`src/rtl/clock_evict_pkg.sv`:
```
package clock_evict_pkg;
  typedef enum logic {
    SCAN_IDLE = 1'b0,
    SCAN_RUN  = 1'b1
  } scan_state_e;
endpackage

```
`src/rtl/clock_ref_flags.sv`:
```
module clock_ref_flags #(
  parameter int NUM_FRAMES = 8,
  parameter int IW = $clog2(NUM_FRAMES)
) (
  input  logic                  clk,
  input  logic                  rst_n,
  input  logic                  acc_valid,
  input  logic [IW-1:0]         acc_idx,
  input  logic                  clr_en,
  input  logic [IW-1:0]         clr_idx,
  output logic [NUM_FRAMES-1:0] flags
);
  // One flag per frame; a set from an access wins over a clear from the scan.
  for (genvar g = 0; g < NUM_FRAMES; g++) begin : g_flag
    logic set_hit;
    logic clr_hit;
    assign set_hit = acc_valid && (acc_idx == IW'(g));
    assign clr_hit = clr_en && (clr_idx == IW'(g));
    always_ff @(posedge clk or negedge rst_n) begin
      if (!rst_n)       flags[g] <= 1'b0;
      else if (set_hit) flags[g] <= 1'b1;
      else if (clr_hit) flags[g] <= 1'b0;
    end
  end
endmodule

```
`src/rtl/clock_hand.sv`:
```
module clock_hand #(
  parameter int NUM_FRAMES = 8,
  parameter int IW = $clog2(NUM_FRAMES)
) (
  input  logic          clk,
  input  logic          rst_n,
  input  logic          adv,
  output logic [IW-1:0] hand
);
  localparam logic [IW-1:0] LAST = IW'(NUM_FRAMES - 1);

  always_ff @(posedge clk or negedge rst_n) begin
    if (!rst_n)   hand <= '0;
    else if (adv) hand <= (hand == LAST) ? '0 : hand + 1'b1;
  end
endmodule

```
`src/rtl/clock_scan_fsm.sv`:
```
module clock_scan_fsm
  import clock_evict_pkg::*;
#(
  parameter int NUM_FRAMES = 8,
  parameter int IW = $clog2(NUM_FRAMES)
) (
  input  logic                  clk,
  input  logic                  rst_n,
  input  logic                  req_valid,
  input  logic                  acc_valid,
  input  logic [IW-1:0]         acc_idx,
  input  logic [IW-1:0]         hand,
  input  logic [NUM_FRAMES-1:0] flags,
  output logic                  req_ready,
  output logic                  busy,
  output logic                  adv,
  output logic                  clr_en,
  output logic                  done,
  output logic [IW-1:0]         victim
);
  scan_state_e state_q;
  logic        cur_ref;

  // Frame under the hand counts as referenced if flagged or accessed right now.
  always_comb begin
    cur_ref   = flags[hand] | (acc_valid && (acc_idx == hand));
    busy      = (state_q == SCAN_RUN);
    req_ready = !busy;
    adv       = busy;
    clr_en    = busy;
  end

  always_ff @(posedge clk or negedge rst_n) begin
    if (!rst_n) begin
      state_q <= SCAN_IDLE;
      done    <= 1'b0;
      victim  <= '0;
    end else begin
      done <= 1'b0;
      case (state_q)
        SCAN_IDLE: if (req_valid) state_q <= SCAN_RUN;
        SCAN_RUN: begin
          if (!cur_ref) begin
            state_q <= SCAN_IDLE;
            done    <= 1'b1;
            victim  <= hand;
          end
        end
        default: state_q <= SCAN_IDLE;
      endcase
    end
  end
endmodule

```
`src/rtl/clock_evict_sel.sv`:
```
module clock_evict_sel #(
  parameter int NUM_FRAMES = 8,
  parameter int IW = $clog2(NUM_FRAMES)
) (
  input  logic          clk,
  input  logic          rst_n,
  input  logic          acc_valid,
  input  logic [IW-1:0] acc_idx,
  input  logic          req_valid,
  output logic          req_ready,
  output logic          busy,
  output logic          victim_valid,
  output logic [IW-1:0] victim_idx
);
  logic [IW-1:0]         hand;
  logic [NUM_FRAMES-1:0] flags;
  logic                  adv;
  logic                  clr_en;

  clock_ref_flags #(.NUM_FRAMES(NUM_FRAMES), .IW(IW)) u_flags (
    .clk(clk), .rst_n(rst_n), .acc_valid(acc_valid), .acc_idx(acc_idx),
    .clr_en(clr_en), .clr_idx(hand), .flags(flags)
  );

  clock_hand #(.NUM_FRAMES(NUM_FRAMES), .IW(IW)) u_hand (
    .clk(clk), .rst_n(rst_n), .adv(adv), .hand(hand)
  );

  clock_scan_fsm #(.NUM_FRAMES(NUM_FRAMES), .IW(IW)) u_fsm (
    .clk(clk), .rst_n(rst_n), .req_valid(req_valid), .acc_valid(acc_valid),
    .acc_idx(acc_idx), .hand(hand), .flags(flags), .req_ready(req_ready),
    .busy(busy), .adv(adv), .clr_en(clr_en), .done(victim_valid),
    .victim(victim_idx)
  );
endmodule

```
`config.mk`:
```
export PLATFORM = sky130hd
export DESIGN_NAME = clock_evict_sel
export DESIGN_NICKNAME = d
export VERILOG_FILES = /design/src/rtl/clock_evict_pkg.sv /design/src/rtl/clock_ref_flags.sv /design/src/rtl/clock_hand.sv /design/src/rtl/clock_scan_fsm.sv /design/src/rtl/clock_evict_sel.sv
export SDC_FILE = /design/constraint.sdc
export NUM_CORES = 1
export LEC_CHECK = 0
export CORE_MARGIN = 8
export CORE_UTILIZATION = 31
export DETAILED_ROUTE_END_ITERATION = 16
export HOLD_SLACK_MARGIN = 0.06
export PLACE_DENSITY = 0.55
export SLEW_MARGIN = 25
export SYNTH_ARGS = -nofsm -noshare
export SYNTH_HDL_FRONTEND = slang
export SYNTH_SLANG_ARGS = --single-unit
```
`constraint.sdc`:
```
create_clock -name clk -period 1.9 [get_ports clk]
set_input_delay 0.19 -clock clk [delete_from_list [all_inputs] [get_ports clk]]
set_output_delay 0.19 -clock clk [all_outputs]
set_load 0.1 [all_outputs]
```
---- Yosys cells after proc, flatten, opt, wreduce, memory -nomap -nowiden ----
Cells that the tools add are included.
cells by class
  add/subtract/negate cells ............... 1
  $mul .................................... 0
  divide/modulo/power cells ............... 0
  $lt $le $gt $ge ......................... 1
  equal/unequal tests ..................... 15
  shift-type cells ........................ 0
  multiplexer cells ....................... 24
  bitwise logic cells ..................... 3
  reductions and logical operators ........ 29
operators with widths
  kind                                                         count
  equality test 3 bit (second input constant)                  8
  two-way mux 1 bit                                            21
  logical AND 1 bit                                            17
  nonzero test 2 bit                                           8
  equality test 3 x 2 -> 1 bit (second input constant)         4
  equality test 3 x 1 -> 1 bit (second input constant)         2
  logical NOT 3 bit                                            2
  less-than comparator 3 x 4 -> 1 bit (second input constant)  1
  adder 3 x 1 -> 3 bit (second input constant)                 1
  binary-select mux 1 bit (select 3 bit)                       1
  equality test 3 bit                                          1
  two-way mux 3 bit                                            1
  inverter 1 bit                                               2
  case mux 1 bit (2 select lines)                              1
  AND reduction 2 bit                                          1
  logical NOT 1 bit                                            1
  OR 1 bit                                                     1
storage, ports and cells
  bits in registers ....................... 16
  bits in latches ......................... 0
  RAM bits ................................ 0
  memory bits (read-only) ................. 0
  bits of input ports ..................... 7
  output and inout bits ................... 6
  logic and storage cells ................. 85
  memories kept ........................... 0

---- Logic depth before layout (Yosys ltp) ----
  depth in word-level cells ............... 5
  gate-level depth with buffers ........... 6
  gate-level depth less buffers ........... 5

---- Hierarchy ----
Synthesis repeated with hierarchy kept, for this count alone.
unflattened totals
  cell total of the unflattened synthesis .. 69
  area, all modules ....................... 854.6 µm²
modules (own cells, without submodules)
  module           times used  cells each  area an instance (µm²)  seq. area each (µm²)
  clock_ref_flags  1           30          381.6                   200.2
  clock_scan_fsm   1           28          330.3                   125.1
  clock_hand       1           11          142.6                   75.1

---- Worst setup path after synthesis ----
OpenSTA, ideal clock, no wires.
  path kind ............................... register -> register
  from .................................... register u_fsm.state_q (netlist: u_fsm.adv)
  to ...................................... register u_hand.hand[0]
  library setup time ...................... 0.083 ns
  data arrival time ....................... 2.253 ns
  data required time ...................... 1.817 ns
  setup slack ............................. -0.436 ns
  cell stages (with the launch flop) ...... 5
  path buffers ............................ 1
  period minus slack after synthesis ...... 2.336 ns
  path through ............................ dfrtp_1 clkbuf_1 inv_1 or3_2 o21ai_0
RTL lines
  element                 line                  text
  start, declared         clock_scan_fsm.sv:21  scan_state_e state_q;
  start signal, assigned  clock_scan_fsm.sv:35  state_q <= SCAN_IDLE;
  start signal, assigned  clock_scan_fsm.sv:41  SCAN_IDLE: if (req_valid) state_q <= SCAN_RUN;
  start signal, assigned  clock_scan_fsm.sv:44  state_q <= SCAN_IDLE;
  end signal, assigned    clock_hand.sv:14      else if (adv) hand <= (hand == LAST) ? '0 : hand + 1'b1;
  end, declared           clock_hand.sv:8       output logic [IW-1:0] hand

---- Worst setup path in the final report ----
  from .................................... register u_hand.hand[0]
  to ...................................... register u_fsm.victim[1]
between the ends
  cells in the longest elaborated chain, start to end .. 5
  elaborated cells on any way between the ends .. 7
  those cells by class .................... 1 x eq/ne; 2 x mux; 2 x bitwise; 2 x reduce/logical
RTL lines
  element                                                                               line                  text
  binary-select mux 1 bit (select 3 bit) / equality test 3 bit (equally long branches)  clock_scan_fsm.sv:26  cur_ref = flags[hand] | (acc_valid && (acc_idx == hand));
  two-way mux 1 bit (not written as such) / logical AND 1 bit (equally long branches)   clock_scan_fsm.sv:26
  OR 1 bit *                                                                            clock_scan_fsm.sv:26
  inverter 1 bit (no source line) *                                                     --
  AND reduction 2 bit (no source line) *                                                --
  end signal, assigned                                                                  clock_scan_fsm.sv:46  victim <= hand;
  end, declared                                                                         clock_scan_fsm.sv:19  output logic [IW-1:0] victim
Every way passes the cells marked *; elsewhere a longest branch is shown, timed or not. The select of a mux whose other input is x is not followed.
A chain may end at the register's enable or synchronous reset.

==> flow_summary.ini <==
[yosys]
syn_area_um2 = 838
synth_seq_cells = 16
synthFlopType = dfrtp_1
syn_inst = 77
ys_warn_count = 0
avgSynthCellArea_um2 = 10.9
yosysTopAreaCellShare_pct = 47.8
yosys.area.top_type = dfrtp_1
synth-seq-area-share_pct = 47.8
synth_area_leaders = dfrtp_1 48%, ha_1 9.0%, nand2_1 7.2%
synth_edf_count = 0
syn_nets = 90
synth_commonest_cells = 16 x dfrtp_1, 16 x nand2_1, 8 x o21ai_0
ys_types = 26
synth-async-reset-ratio_pct = 100

[setup_path]
worstPathCellList = mux4_1, a41oi_1, a22oi_2, mux2_4
crit_end = u_fsm.victim[1]$_DFFE_PN0P_
regToRegSetupSlack_ps = 110
critPathRequiredTime_ps = 2090
arrival_ps = 1980
worstRegToRegCells = 4
slowest_stage = mux4_1
critPathMaxStageDelay_ps = 580
startpoint_type = flop
cp_num_cells = 4
worst-setup-path-type = flop to flop
path_max_fanout = 5
reg2reg_from = u_hand.hand[0]$_DFFE_PN0P_
cp_top_family = multiplexers
reg2reg_to = u_fsm.victim[1]$_DFFE_PN0P_
crit_path_end_kind = flop
cp_num_buf_inv = 0
worstSetupStartpoint = u_hand.hand[0]$_DFFE_PN0P_

[cts]
cts_buffers = 3
clk_latency_ps = 290
cts_sinks = 16
cts_tree = yes
clock_path_buffers = 2
post_cts_resized = 0
post_cts.repair.setup_buffers = 0
htree_levels = 1
postCtsHoldBufs = 0
cts_root_buffer = clkbuf_4
clk_pin_slew_worst_paths_ps = 100

[cells_and_area]
fillers = 265
antenna_cells = 0
syn2layout_area_growth_pct = 28.7
drive_gt1_share_pct = 24.7
seq_area_um2 = 404
fin_nets = 111
multiInputGateArea_um2 = 410

[sta]
rsz0062_at_grt = no
fin_skew_ps = 6.25
hold_violations = 0
slew_headroom_pct = 78.5
min_period_ps = 1790
setup_ws_ps = 106
tightest_slew_ps = 322
setup_viol = 0
fin_crit_sh_pct = 94.4
slew_viol_final = 0
max_freq_mhz = 558

[route]
vias = 614
wl_per_cell_um = 14.1
drt_wl_total_um = 1800
drtIter0Drc = 34
detail-route-antenna-nets = 0
drtPass1Iterations = 4
drc_errors = 0
viasPerCell = 4.80

[floorplanning]
die_w_um = 68
dieArea_mm2 = 0.00462
pin_count = 13
start_util_pct = 31.5
rows = 19
die_y_um = 68
design.core.area_mm2 = 0.00266

[job]
maxCapViolations = 0

[place]
hpwl_um = 1460
place_ws_ps = 103
place.gp.congestion = 0.789
port_buffers = 12

[worst_hold_path]
min-delay-path-class = primary input to asynchronous set/reset pin

[global_route]
grt_pass1_wl_um = 3050
grt_max_degree = 11
antenna_found_initial = 0
grt.overflow.total = 0
grt_usage_pct = 8.72
grt_pass1_vias = 648

[outcome]
status = finished clean
-- flip-flops by register name (all words and copies together), names as in the netlist --
signal	count
u_fsm.done	1
u_fsm.adv	1
u_hand.hand	3
u_fsm.victim	3
u_flags.flags	8
-- cells by family after synthesis --
logic type	Yosys count	synth area share, %
muxes	5	10.6
adders and majority gates	6	8.95
and+or+nand+nor	25	14.0
xor gates and xnor gates	2	2.09
AOI/OAI and AO/OA	15	12.1
DFF	16	47.8
buffers and inverters	8	4.48
-- cell usage in the layout, fill, tap and decap left out, types with 2 or more instances in the layout --
master	n
buf_4	11
clkbuf_4	3
clkdlybuf4s50_1	6
dfrtp_1	15
ha_1	6
inv_1	5
mux2_4	2
nand2_1	16
nand2b_1	3
o21ai_0	7
xnor2_1	2
-- stage by stage --
step                      cells  hold WS, ps  instance area (um^2)  setup TNS (ps)  util, %
after global placement      124          458                  1040               0     38.9
final                       128          139                  1080               0     40.5
after CTS                   128          143                  1070               0     40.3
after detailed placement    124          465                  1040               0     38.9
after floorplan              77         -106                   860           -8.63        -
after global routing        128          150                  1080               0     40.5
-- how the worst min path moves through the flow --
stage                                         to  cells past startpoint
finish               u_fsm.victim[1]$_DFFE_PN0P_                      1
detailed placement   u_fsm.victim[0]$_DFFE_PN0P_                      1
global placement            u_fsm.done$_DFF_PN0_                      1
CTS                  u_fsm.victim[0]$_DFFE_PN0P_                      1
global route         u_fsm.victim[0]$_DFFE_PN0P_                      1
floorplan           u_flags.flags[0]$_DFFE_PN0P_                      0
-- worst register-to-register path: stages (launching register included) --
cell	delay (ps)
dfrtp_1	450
mux4_1	580
a41oi_1	210
a22oi_2	140
mux2_4	310
-- metal layers --
layer  global-route usage, %  share of wire [%]
met5                       0                  0
met1                    11.4                 47
met3                    3.60                7.3
met2                    13.0                 44
met4                    2.30               0.78
-- area by class of cell --
| type | count | area share [%] |
|---|---|---|
| inverter | 6 | 2.44 |
| multi-input combinational | 53 | 38.1 |
| tap | 31 | 3.60 |
| timing repair buffer | 18 | 15.1 |
| sequential | 16 | 37.5 |
| clock buffer | 4 | 3.36 |
Power is left out: the tool's default activity adds up to more than one toggle a clock period on the data nets, which glitch-free logic cannot reach.
